`config.mk`:
```
export PLATFORM = sky130hd
export DESIGN_NAME = lpm_ctrl
export DESIGN_NICKNAME = d
export VERILOG_FILES = /design/src/rtl/lpm_pkg.sv /design/src/rtl/lpm_wake_detect.sv /design/src/rtl/lpm_fsm.sv /design/src/rtl/lpm_clk_sel.sv /design/src/rtl/lpm_gate_decode.sv /design/src/rtl/lpm_ctrl.sv
export SDC_FILE = /design/constraint.sdc
export NUM_CORES = 1
export LEC_CHECK = 0
export ABC_AREA = 0
export BUFFER_PORTS_ARGS = -buffer_cell sky130_fd_sc_hd__buf_4
export CAP_MARGIN = 40
export CORE_ASPECT_RATIO = 0.75
export CORE_MARGIN = 2
export CORE_UTILIZATION = 35
export CTS_CLUSTER_SIZE = 8
export DETAILED_ROUTE_END_ITERATION = 6
export HOLD_SLACK_MARGIN = 0.06
export PLACE_DENSITY = 0.67
export SETUP_SLACK_MARGIN = 0.2
export SKIP_CTS_REPAIR_TIMING = 1
export SYNTH_ARGS = -nofsm -noshare
export SYNTH_HDL_FRONTEND = slang
export SYNTH_SLANG_ARGS = --single-unit
```
`constraint.sdc`:
```
create_clock -name clk -period 1.89 [get_ports clk]
set_input_delay 0.0945 -clock clk [delete_from_list [all_inputs] [get_ports clk]]
set_output_delay 0.0945 -clock clk [all_outputs]
set_load 0.1 [all_outputs]
```
`src/rtl/lpm_pkg.sv`:
```
package lpm_pkg;

   typedef enum logic [2:0] {
      ST_RUN      = 3'd0,
      ST_IDLE     = 3'd1,
      ST_ENTER    = 3'd2,
      ST_SLEEP    = 3'd3,
      ST_OSC_WAIT = 3'd4,
      ST_WAKE_SYN = 3'd5
   } lpm_state_e;

   localparam logic MODE_IDLE  = 1'b0;
   localparam logic MODE_SLEEP = 1'b1;

   typedef struct packed {
      logic cpu;
      logic per;
      logic osc;
      logic fscm;
   } gate_vec_t;

endpackage

```
`src/rtl/lpm_wake_detect.sv`:
```
module lpm_wake_detect #(
   parameter int N_IRQ = 8
) (
   input  logic [N_IRQ-1:0] irq_pend,
   input  logic [N_IRQ-1:0] irq_en,
   input  logic             wdt_timeout,
   output logic             wake
);

   initial begin
      if (N_IRQ < 1) $error("lpm_wake_detect: N_IRQ must be at least 1");
   end

   logic [N_IRQ-1:0] hit;

   for (genvar g = 0; g < N_IRQ; g++) begin : g_line
      assign hit[g] = irq_pend[g] & irq_en[g];
   end

   assign wake = (|hit) | wdt_timeout;

endmodule

```
`src/rtl/lpm_fsm.sv`:
```
module lpm_fsm
   import lpm_pkg::*;
(
   input  logic       clk,
   input  logic       rst_n,
   input  logic       pwr_req,
   input  logic       pwr_mode,
   input  logic       wake,
   input  logic       osc_ready,
   output lpm_state_e state,
   output logic       in_run,
   output logic       snap,
   output logic       restore,
   output logic       woke_sleep,
   output logic       woke_idle
);

   lpm_state_e state_q, state_d;
   logic       accept;
   logic       left_sleep_q;

   assign accept = (state_q == ST_RUN) && pwr_req;

   always_comb begin
      state_d = state_q;
      unique case (state_q)
         ST_RUN: begin
            if (pwr_req) state_d = (pwr_mode == MODE_SLEEP) ? ST_ENTER : ST_IDLE;
         end
         ST_IDLE: begin
            if (wake) state_d = ST_WAKE_SYN;
         end
         ST_ENTER: begin
            state_d = ST_SLEEP;
         end
         ST_SLEEP: begin
            if (wake) state_d = ST_OSC_WAIT;
         end
         ST_OSC_WAIT: begin
            if (osc_ready) state_d = ST_WAKE_SYN;
         end
         ST_WAKE_SYN: begin
            state_d = ST_RUN;
         end
         default: state_d = ST_RUN;
      endcase
   end

   always_ff @(posedge clk or negedge rst_n) begin
      if (!rst_n) begin
         state_q      <= ST_RUN;
         left_sleep_q <= 1'b0;
         woke_sleep   <= 1'b0;
         woke_idle    <= 1'b0;
      end else begin
         state_q <= state_d;
         if (accept) begin
            left_sleep_q <= (pwr_mode == MODE_SLEEP);
            woke_sleep   <= 1'b0;
            woke_idle    <= 1'b0;
         end else if (state_q == ST_WAKE_SYN) begin
            woke_sleep <= left_sleep_q;
            woke_idle  <= ~left_sleep_q;
         end
      end
   end

   assign state   = state_q;
   assign in_run  = (state_q == ST_RUN);
   assign snap    = (state_q == ST_ENTER);
   assign restore = (state_q == ST_WAKE_SYN) && left_sleep_q;

endmodule

```
`src/rtl/lpm_clk_sel.sv`:
```
module lpm_clk_sel #(
   parameter int              SEL_W     = 3,
   parameter logic [SEL_W-1:0] RESET_SEL = '0
) (
   input  logic             clk,
   input  logic             rst_n,
   input  logic             in_run,
   input  logic             wr_en,
   input  logic [SEL_W-1:0] wr_data,
   input  logic             snap,
   input  logic             restore,
   output logic [SEL_W-1:0] sel
);

   initial begin
      if (SEL_W < 1) $error("lpm_clk_sel: SEL_W must be at least 1");
   end

   logic [SEL_W-1:0] sel_q;
   logic [SEL_W-1:0] saved_q;

   always_ff @(posedge clk or negedge rst_n) begin
      if (!rst_n) begin
         sel_q   <= RESET_SEL;
         saved_q <= RESET_SEL;
      end else begin
         if (restore)             sel_q <= saved_q;
         else if (wr_en && in_run) sel_q <= wr_data;
         if (snap) saved_q <= sel_q;
      end
   end

   assign sel = sel_q;

endmodule

```
`src/rtl/lpm_gate_decode.sv`:
```
module lpm_gate_decode
   import lpm_pkg::*;
#(
   parameter int              SEL_W    = 3,
   parameter logic [SEL_W-1:0] LPRC_SEL = 3'd5
) (
   input  lpm_state_e       state,
   input  logic             wdt_en,
   input  logic [SEL_W-1:0] sel,
   output gate_vec_t        gates,
   output logic             lprc_en,
   output logic             wdt_clr
);

   always_comb begin
      gates = '{cpu: 1'b1, per: 1'b1, osc: 1'b1, fscm: 1'b1};
      unique case (state)
         ST_RUN:      gates = '{cpu: 1'b1, per: 1'b1, osc: 1'b1, fscm: 1'b1};
         ST_IDLE:     gates = '{cpu: 1'b0, per: 1'b1, osc: 1'b1, fscm: 1'b1};
         ST_ENTER:    gates = '{cpu: 1'b0, per: 1'b1, osc: 1'b1, fscm: 1'b1};
         ST_SLEEP:    gates = '{cpu: 1'b0, per: 1'b0, osc: 1'b0, fscm: 1'b0};
         ST_OSC_WAIT: gates = '{cpu: 1'b0, per: 1'b0, osc: 1'b1, fscm: 1'b0};
         ST_WAKE_SYN: gates = '{cpu: 1'b0, per: 1'b1, osc: 1'b1, fscm: 1'b1};
         default:     gates = '{cpu: 1'b1, per: 1'b1, osc: 1'b1, fscm: 1'b1};
      endcase
   end

   assign lprc_en = wdt_en | (gates.osc && (sel == LPRC_SEL));
   assign wdt_clr = (state == ST_ENTER) && wdt_en;

endmodule

```
`src/rtl/lpm_ctrl.sv`:
```
module lpm_ctrl
   import lpm_pkg::*;
#(
   parameter int              N_IRQ     = 8,
   parameter int              SEL_W     = 3,
   parameter logic [SEL_W-1:0] RESET_SEL = 3'd0,
   parameter logic [SEL_W-1:0] LPRC_SEL  = 3'd5
) (
   input  logic             clk,
   input  logic             rst_n,
   input  logic             pwr_req,
   input  logic             pwr_mode,
   input  logic [N_IRQ-1:0] irq_pend,
   input  logic [N_IRQ-1:0] irq_en,
   input  logic             wdt_en,
   input  logic             wdt_timeout,
   input  logic             osc_ready,
   input  logic             sel_we,
   input  logic [SEL_W-1:0] sel_wdata,
   output logic [2:0]       pwr_state,
   output logic             cpu_clk_en,
   output logic             per_clk_en,
   output logic             osc_en,
   output logic             fscm_en,
   output logic             lprc_en,
   output logic             wdt_clr,
   output logic [SEL_W-1:0] osc_sel,
   output logic             woke_sleep,
   output logic             woke_idle
);

   initial begin
      if (N_IRQ < 1)  $error("lpm_ctrl: N_IRQ must be at least 1");
      if (SEL_W < 1)  $error("lpm_ctrl: SEL_W must be at least 1");
      if (RESET_SEL == LPRC_SEL) $error("lpm_ctrl: reset selection must differ from the RC selection");
   end

   logic       wake;
   lpm_state_e state;
   logic       in_run, snap, restore;
   gate_vec_t  gates;

   lpm_wake_detect #(.N_IRQ(N_IRQ)) u_wake (
      .irq_pend    (irq_pend),
      .irq_en      (irq_en),
      .wdt_timeout (wdt_timeout),
      .wake        (wake)
   );

   lpm_fsm u_fsm (
      .clk        (clk),
      .rst_n      (rst_n),
      .pwr_req    (pwr_req),
      .pwr_mode   (pwr_mode),
      .wake       (wake),
      .osc_ready  (osc_ready),
      .state      (state),
      .in_run     (in_run),
      .snap       (snap),
      .restore    (restore),
      .woke_sleep (woke_sleep),
      .woke_idle  (woke_idle)
   );

   lpm_clk_sel #(.SEL_W(SEL_W), .RESET_SEL(RESET_SEL)) u_sel (
      .clk     (clk),
      .rst_n   (rst_n),
      .in_run  (in_run),
      .wr_en   (sel_we),
      .wr_data (sel_wdata),
      .snap    (snap),
      .restore (restore),
      .sel     (osc_sel)
   );

   lpm_gate_decode #(.SEL_W(SEL_W), .LPRC_SEL(LPRC_SEL)) u_gate (
      .state   (state),
      .wdt_en  (wdt_en),
      .sel     (osc_sel),
      .gates   (gates),
      .lprc_en (lprc_en),
      .wdt_clr (wdt_clr)
   );

   assign pwr_state  = state;
   assign cpu_clk_en = gates.cpu;
   assign per_clk_en = gates.per;
   assign osc_en     = gates.osc;
   assign fscm_en    = gates.fscm;

endmodule

```
[After elaboration in Yosys (flattened, before gate mapping)]
Index checks and enable logic that the tools add are counted.
Word-level totals
  register bits after elaboration: 12
  input port bits: 27
  output and inout port bits: 14
  word-level logic and storage cells: 51
Cells by class
  equal/unequal tests: 10
  multiplexer cells: 13
  bitwise operators: 11
  reductions and logical operators: 11
Operators by type and width (number)
  $mux W3: 6
  $pmux W3 S5: 1
  $pmux W4 S3: 1
  $eq A3 B3 Y1 const B: 3
  $and A1 B1 Y1: 8
  $reduce_or A8 Y1: 1
  $eq A3 B2 Y1 const B: 2
  $logic_and A1 B1 Y1: 5
  $mux W1: 4
  $ne A2 B1 Y1 const B: 2
  $ne A2 B2 Y1 const B: 2
  $reduce_and A4 Y1: 1
  $reduce_bool A2 Y1: 2
  $eq A3 B1 Y1 const B: 1
  $logic_not A3 Y1: 1
  $reduce_or A3 Y1: 1
  $mux W2: 1
  $or A1 B1 Y1: 2
  $not A1 Y1: 1

[Logic depth before layout (Yosys ltp)]
Gate-level depths: netlist (run 1).
  depth after elaboration: 5
  depth in mapped cells: 5
  mapped depth without buffers: 4

[Hierarchy]
Synthesis (run 1) repeated with hierarchy kept, for this count alone.
Unflattened totals
  cells, all modules: 70
  area total of the unflattened synthesis: 743.2 µm²
By module, submodules not included
  lpm_fsm: times used 1, cells an instance 36, area each 352.8 µm²
  lpm_clk_sel: times used 1, cells an instance 21, area each 270.3 µm²
  lpm_gate_decode: times used 1, cells an instance 8, area each 76.3 µm²
  lpm_wake_detect: times used 1, cells an instance 5, area each 43.8 µm²

[Worst setup path before layout (run 1)]
No wires, ideal clock.
  path type: register -> output
  from: reg u_fsm.state_q[0], in the netlist u_fsm.state[0]
  to: out cpu_clk_en
  data arrival time: 3.420 ns
  data required time: 1.796 ns
  path slack: -1.624 ns
  cell stages (with the launch flop): 5
  path buffers: 1
  cells stage by stage: dfrtp_1 clkbuf_1 nor2_1 inv_1 o21ai_0
On the way
  longest elaborated chain between the ends: 3
RTL lines
  start, declared: RTL line lpm_fsm.sv:18  | lpm_state_e state_q, state_d;
  start signal, assigned: RTL line lpm_fsm.sv:56  | state_q <= state_d;
  $eq A3 B2 Y1, or another cell as far along: RTL line lpm_gate_decode.sv:17  | unique case (state)
  $reduce_or A3 Y1 (no line)
  $pmux W4 S3 (*): RTL line lpm_gate_decode.sv:17
  end, declared: RTL line lpm_ctrl.sv:21  | output logic cpu_clk_en,
Every way passes the cells marked *; elsewhere a longest branch is shown, timed or not.

[Final worst setup path (run 1)]
  from: reg u_fsm.state_q[0], in the netlist u_fsm.state[0]
  to: reg u_fsm.state_q[0], in the netlist u_fsm.state[0]
On the way
  longest elaborated chain between the ends: 3
RTL lines
  $eq A3 B2 Y1, or another cell as far along: RTL line lpm_fsm.sv:26  | unique case (state_q)
  $ne A2 B1 Y1 (no line) / $ne A2 B2 Y1 (equally long branches)
  $reduce_and A4 Y1 (no line)
Several ways; a longest one is shown, not always the timed one.
A chain may end at the register's enable or synchronous reset.

==> flow_summary.ini, run 1 <==
[yosys]
synth_nets = 101
netlist_area_um2 = 673
ys_ff_latch = 12
ys_types = 27
syn_inst = 74
yosysSeqAreaShare_pct = 44.6
avgSynthCellArea_um2 = 9.10
ys_warn_count = 0

[die]
io_pins = 41
die_area_um2 = 2290
start_util_pct = 38.0
die_w_um = 54.6
dieHeight_um = 42.0
core_um2 = 1770
rows = 13

[clocking]
cts_tree = built
cts_root_buf = clkbuf_4
cts_buffer_depth = 2
clock_sinks = 12
htreeDepth = 1
numCtsBuffers = 3
clock_latency_ps = 290
clkSlewWorstSetupHoldPaths_ps = 80

[critical_path]
end_kind = register
crit_required_ps = 2030
crit_fanout = 7
slowest_delay_ps = 600
crit_slowest_cell = a2111oi_1
start_kind = register
r2r_slack_ps = 220
cp.arrival_ps = 1800
path_class = reg2reg
worstPathCellList = buf_4, a2111oi_1, o21ai_0

[final_layout]
area_delta_synth_final_pct = 68.8
layout_common_cells = buf_4, dfrtp_1, nor2_1, nand2_1, a21oi_1
n_antenna_cell = 0
post_route_cells_drive_above_1_share_pct = 51.7
multiInputGateArea_um2 = 405
final_common_cell = buf_4
fillers = 151
seqCellArea_um2 = 312
fin_nets = 148

[global_route]
grt_max_degree = 16
grt_use_total_pct = 17.7
grt_pass1_wl_um = 2840
antenna_found_initial = 0
grt_pass1_vias = 649
overflow = 0

[detailed_routing]
routed_wl_um = 1840
drt-wirelength-per-cell_um = 13.0
vias = 726
drtPass1Iterations = 4
remaining_drc_errors = 0
drt_iter0_drc = 20
ant_nets = 0
detail_route.vias_per_cell = 5.11

[timing]
period_share_pct = 88.3
post-route-min-period_ps = 1670
report.final.slew_viol_count = 0
hold_viol = 0
setup_viol = 0
relSlewSlack_pct = 50.1
timing.fmax_ghz = 0.599
rsz0062_at_grt = yes
tightest_slew_ps = 747
fin_skew_ps = 9.68
timing.setup.tns_ps = 0
hold_slack_ps = 76.9

[run_status]
status = complete, no violations

[job]
max_cap_violations = 0

[min_path]
hold_class = in2reg

[place]
hpwlAfterDp_um = 1430
place_congestion = 0.816
numPortBuffers = 40
worst max-delay path: cells and delay by family, from the launching register on:
kind / cells / cell delay (ps)
AO/OA/AOI/OAI: 2 / 830
flip-flops: 1 / 510
buffers and inverters: 1 / 170
registers in the layout, summed over array words and instances (netlist names):
signal / cells
u_fsm.woke_idle: 1
u_sel.saved_q: 3
u_sel.sel: 3
u_fsm.woke_sleep: 1
u_fsm.left_sleep_q: 1
u_fsm.state: 3
layer usage:
layer	up-vias	part of all wire, %	track usage (%)
met2	23	48	25.7
met3	4	5.5	6.43
met1	339	45	23.3
met4	0	1.2	7.50
li1	360	-	-
met5	-	0	0
cell families after synthesis:
logic type / after synthesis / synth area share [%]
buf+inv: 5 / 3.35
simple gates: 30 / 22.1
compound gates: 22 / 21.9
mux: 5 / 7.99
flops: 12 / 44.6
stage by stage:
| step | cells | utilization (%) | setup slack [ps] | area, µm² |
|---|---|---|---|---|
| floorplan | 74 | - | 122 | 761 |
| global placement | 134 | 59.1 | 341 | 1050 |
| detailed placement | 134 | 59.1 | 271 | 1050 |
| CTS | 138 | 61.1 | 179 | 1080 |
| global route | 142 | 64.1 | 152 | 1140 |
| finish | 142 | 64.1 | 221 | 1140 |
cell usage after synthesis:
cell type  count  area share [%]
dfrtp_1       12              45
nand2_1        9             5.0
nor2_1         8             4.5
a21oi_1        7             5.2
a22oi_1        4             4.5
o21ai_0        4             3.0
mux2_2         3             5.0
nand2b_1       3             2.8
clkbuf_1       2             1.1
inv_1          2             1.1
mux2i_1        2             3.0
nand3_1        2             1.5
nor2b_1        2             1.9
a2111oi_1      1             1.5
a2111oi_2      1             2.2
a41o_1         1             1.5
and2_1         1            0.93
and3_1         1            0.93
buf_4          1             1.1
nor2b_2        1             1.3
nor3_1         1            0.74
nor4_1         1            0.93
o21a_1         1             1.1
o21ai_1        1            0.74
o22ai_1        1            0.93
o2bb2ai_1      1             1.3
or3_4          1             1.7
final cells by class:
type	instances	area share, %
multi-input cells	57	35.7
clock buffers	4	3.19
inverters	2	0.661
well taps	22	2.42
repair buffers	45	30.6
flip-flops and latches	12	27.4
worst paths after layout:
path / cells past startpoint / endpoint / startpoint
hold reg to reg: 2 / u_sel.saved_q[1] / u_sel.saved_q[1]
setup / recovery: 3 / u_fsm.state[0] / u_fsm.state[0]
setup reg to reg: 3 / u_fsm.state[0] / u_fsm.state[0]
min in group asynchronous: 2 / u_fsm.state[1] / rst_n
max in group asynchronous: 2 / u_fsm.state[2] / rst_n
hold / removal: 2 / u_fsm.left_sleep_q / pwr_mode
Power of run 1 is not shown: default switching activity piles up to over one toggle a cycle in this logic, so the estimate is an artifact.
==> run 2: changes to the inputs <==
==> constraint.sdc (replaced) <==
create_clock -name clk -period 1.89 [get_ports clk]
set_input_delay 0.378 -clock clk [delete_from_list [all_inputs] [get_ports clk]]
set_output_delay 0.378 -clock clk [all_outputs]
set_load 0.1 [all_outputs]
==> run 2 against run 1 <==
  * Final cell count increased by 5.6%
  * Cell area grew 9.6%
  * Fmax is 10% lower
  * Clock-buffer cell count is the same
  * Routed wire length rose by 15%
  * Clock skew down 3.2 ps
  * Global-route usage rose by 2.2 points
  * Sequential share of layout area is 2.1 points lower
  * First-iteration DRC count shrank 25%
  * Die area unchanged
  * Register-to-register slack worse by 40 ps
  * Via count increased by 5.5%
==> flow_summary.ini, run 2 (synthesis results as in run 1) <==
[clocking]
numCtsBuffers = 3
cts_root_buf = clkbuf_4
clock_sinks = 12
clkSlewWorstSetupHoldPaths_ps = 80
clock_latency_ps = 280
htreeDepth = 1
cts_buffer_depth = 2
cts_tree = built

[place]
hpwlAfterDp_um = 1550
pre_cts_slack_ps = 238
place_area_um2 = 1080
numPortBuffers = 40
place_congestion = 0.753

[critical_path]
path_buf_inv = 1
start_kind = register
path_class = reg2out
worstPathCellList = nor2b_4, nand2_8, a41o_4, buf_12
cp.arrival_ps = 1480
crit_required_ps = 1510
crit_slowest_cell = dfrtp_4
crit_fanout = 8
end_kind = primary output
crit_family = flip-flops
slowest_delay_ps = 540

[global_route]
grt_use_total_pct = 19.9
overflow = 0
grt_pass1_wl_um = 3310
grt_pass1_vias = 737
grt_max_degree = 16
antenna_found_initial = 0

[final_layout]
fin_nets = 156
area_delta_synth_final_pct = 84.9
seqCellArea_um2 = 315
n_antenna_cell = 0
layout_common_cells = buf_4, nand2_1, a21oi_1, nor2_1, dfrtp_1
post_route_cells_drive_above_1_share_pct = 58.6
final_cell_area_um2 = 1240
multiInputGateArea_um2 = 418
fin_util_pct = 70.2
final_common_cell = buf_4
fillers = 139

[die]
dieHeight_um = 42.0
io_pins = 41
start_util_pct = 38.0
core_um2 = 1770
die_w_um = 54.6
rows = 13
die_area_um2 = 2290

[timing]
timing.fmax_ghz = 0.539
setup_viol = 0
rsz0062_at_grt = yes
tightest_slew_ps = 466
fin_skew_ps = 6.50
report.final.slew_viol_count = 0
worst_slack_ps = 36.2
period_share_pct = 98.1
hold_viol = 0
post-route-min-period_ps = 1850
relSlewSlack_pct = 68.6
timing.setup.tns_ps = 0

[detailed_routing]
remaining_drc_errors = 0
routed_wl_um = 2120
vias = 766
ant_nets = 0
drtPass1Iterations = 6
detail_route.vias_per_cell = 5.11
drt-wirelength-per-cell_um = 14.2
drt_iter0_drc = 15

[run_status]
status = complete, no violations

[job]
max_cap_violations = 0

[min_path]
hold_class = in2reg
run 2: changes by cell type in the layout (fill, tap and decap cells not counted), sizes merged:
cell / before / now
buf: 44 / 52
run 2: final timing paths:
kind                                       to  slack [ps]  depth (start not counted)             start
max                                   lprc_en          40                          4    u_fsm.state[2]
min                        u_fsm.left_sleep_q         360                          2          pwr_mode
max reg2reg                    u_fsm.state[1]         180                          5    u_fsm.state[2]
min reg2reg                  u_sel.saved_q[2]         520                          1  u_sel.saved_q[2]
max in group asynchronous        u_sel.sel[0]        1240                          2             rst_n
min in group asynchronous      u_fsm.state[1]         480                          2             rst_n
run 2: layer usage:
metal / up-vias / part of all wire, % / global-route usage (%)
met5: - / 0 / 0
met2: 31 / 49 / 27.1
met4: 0 / 0.38 / 5.00
met1: 358 / 45 / 29.0
met3: 2 / 5.6 / 7.86
li1: 375 / - / -
run 2: area by class of cell:
class / instances / share of cell area (%)
Clock buffer: 4 / 2.91
Timing Repair Buffer: 53 / 35.4
Tap cell: 22 / 2.21
Multi-Input combinational cell: 57 / 33.6
Sequential cell: 12 / 25.3
Inverter: 2 / 0.603
run 2: per-stage QoR:
stage                     hold WS (ps)  instances
after global routing               360        150
after detailed placement           228        135
after CTS                        -85.0        139
final                              362        150
after floorplan                   82.4         74
after global placement             226        135
Power of run 2 is left out for the same reason.
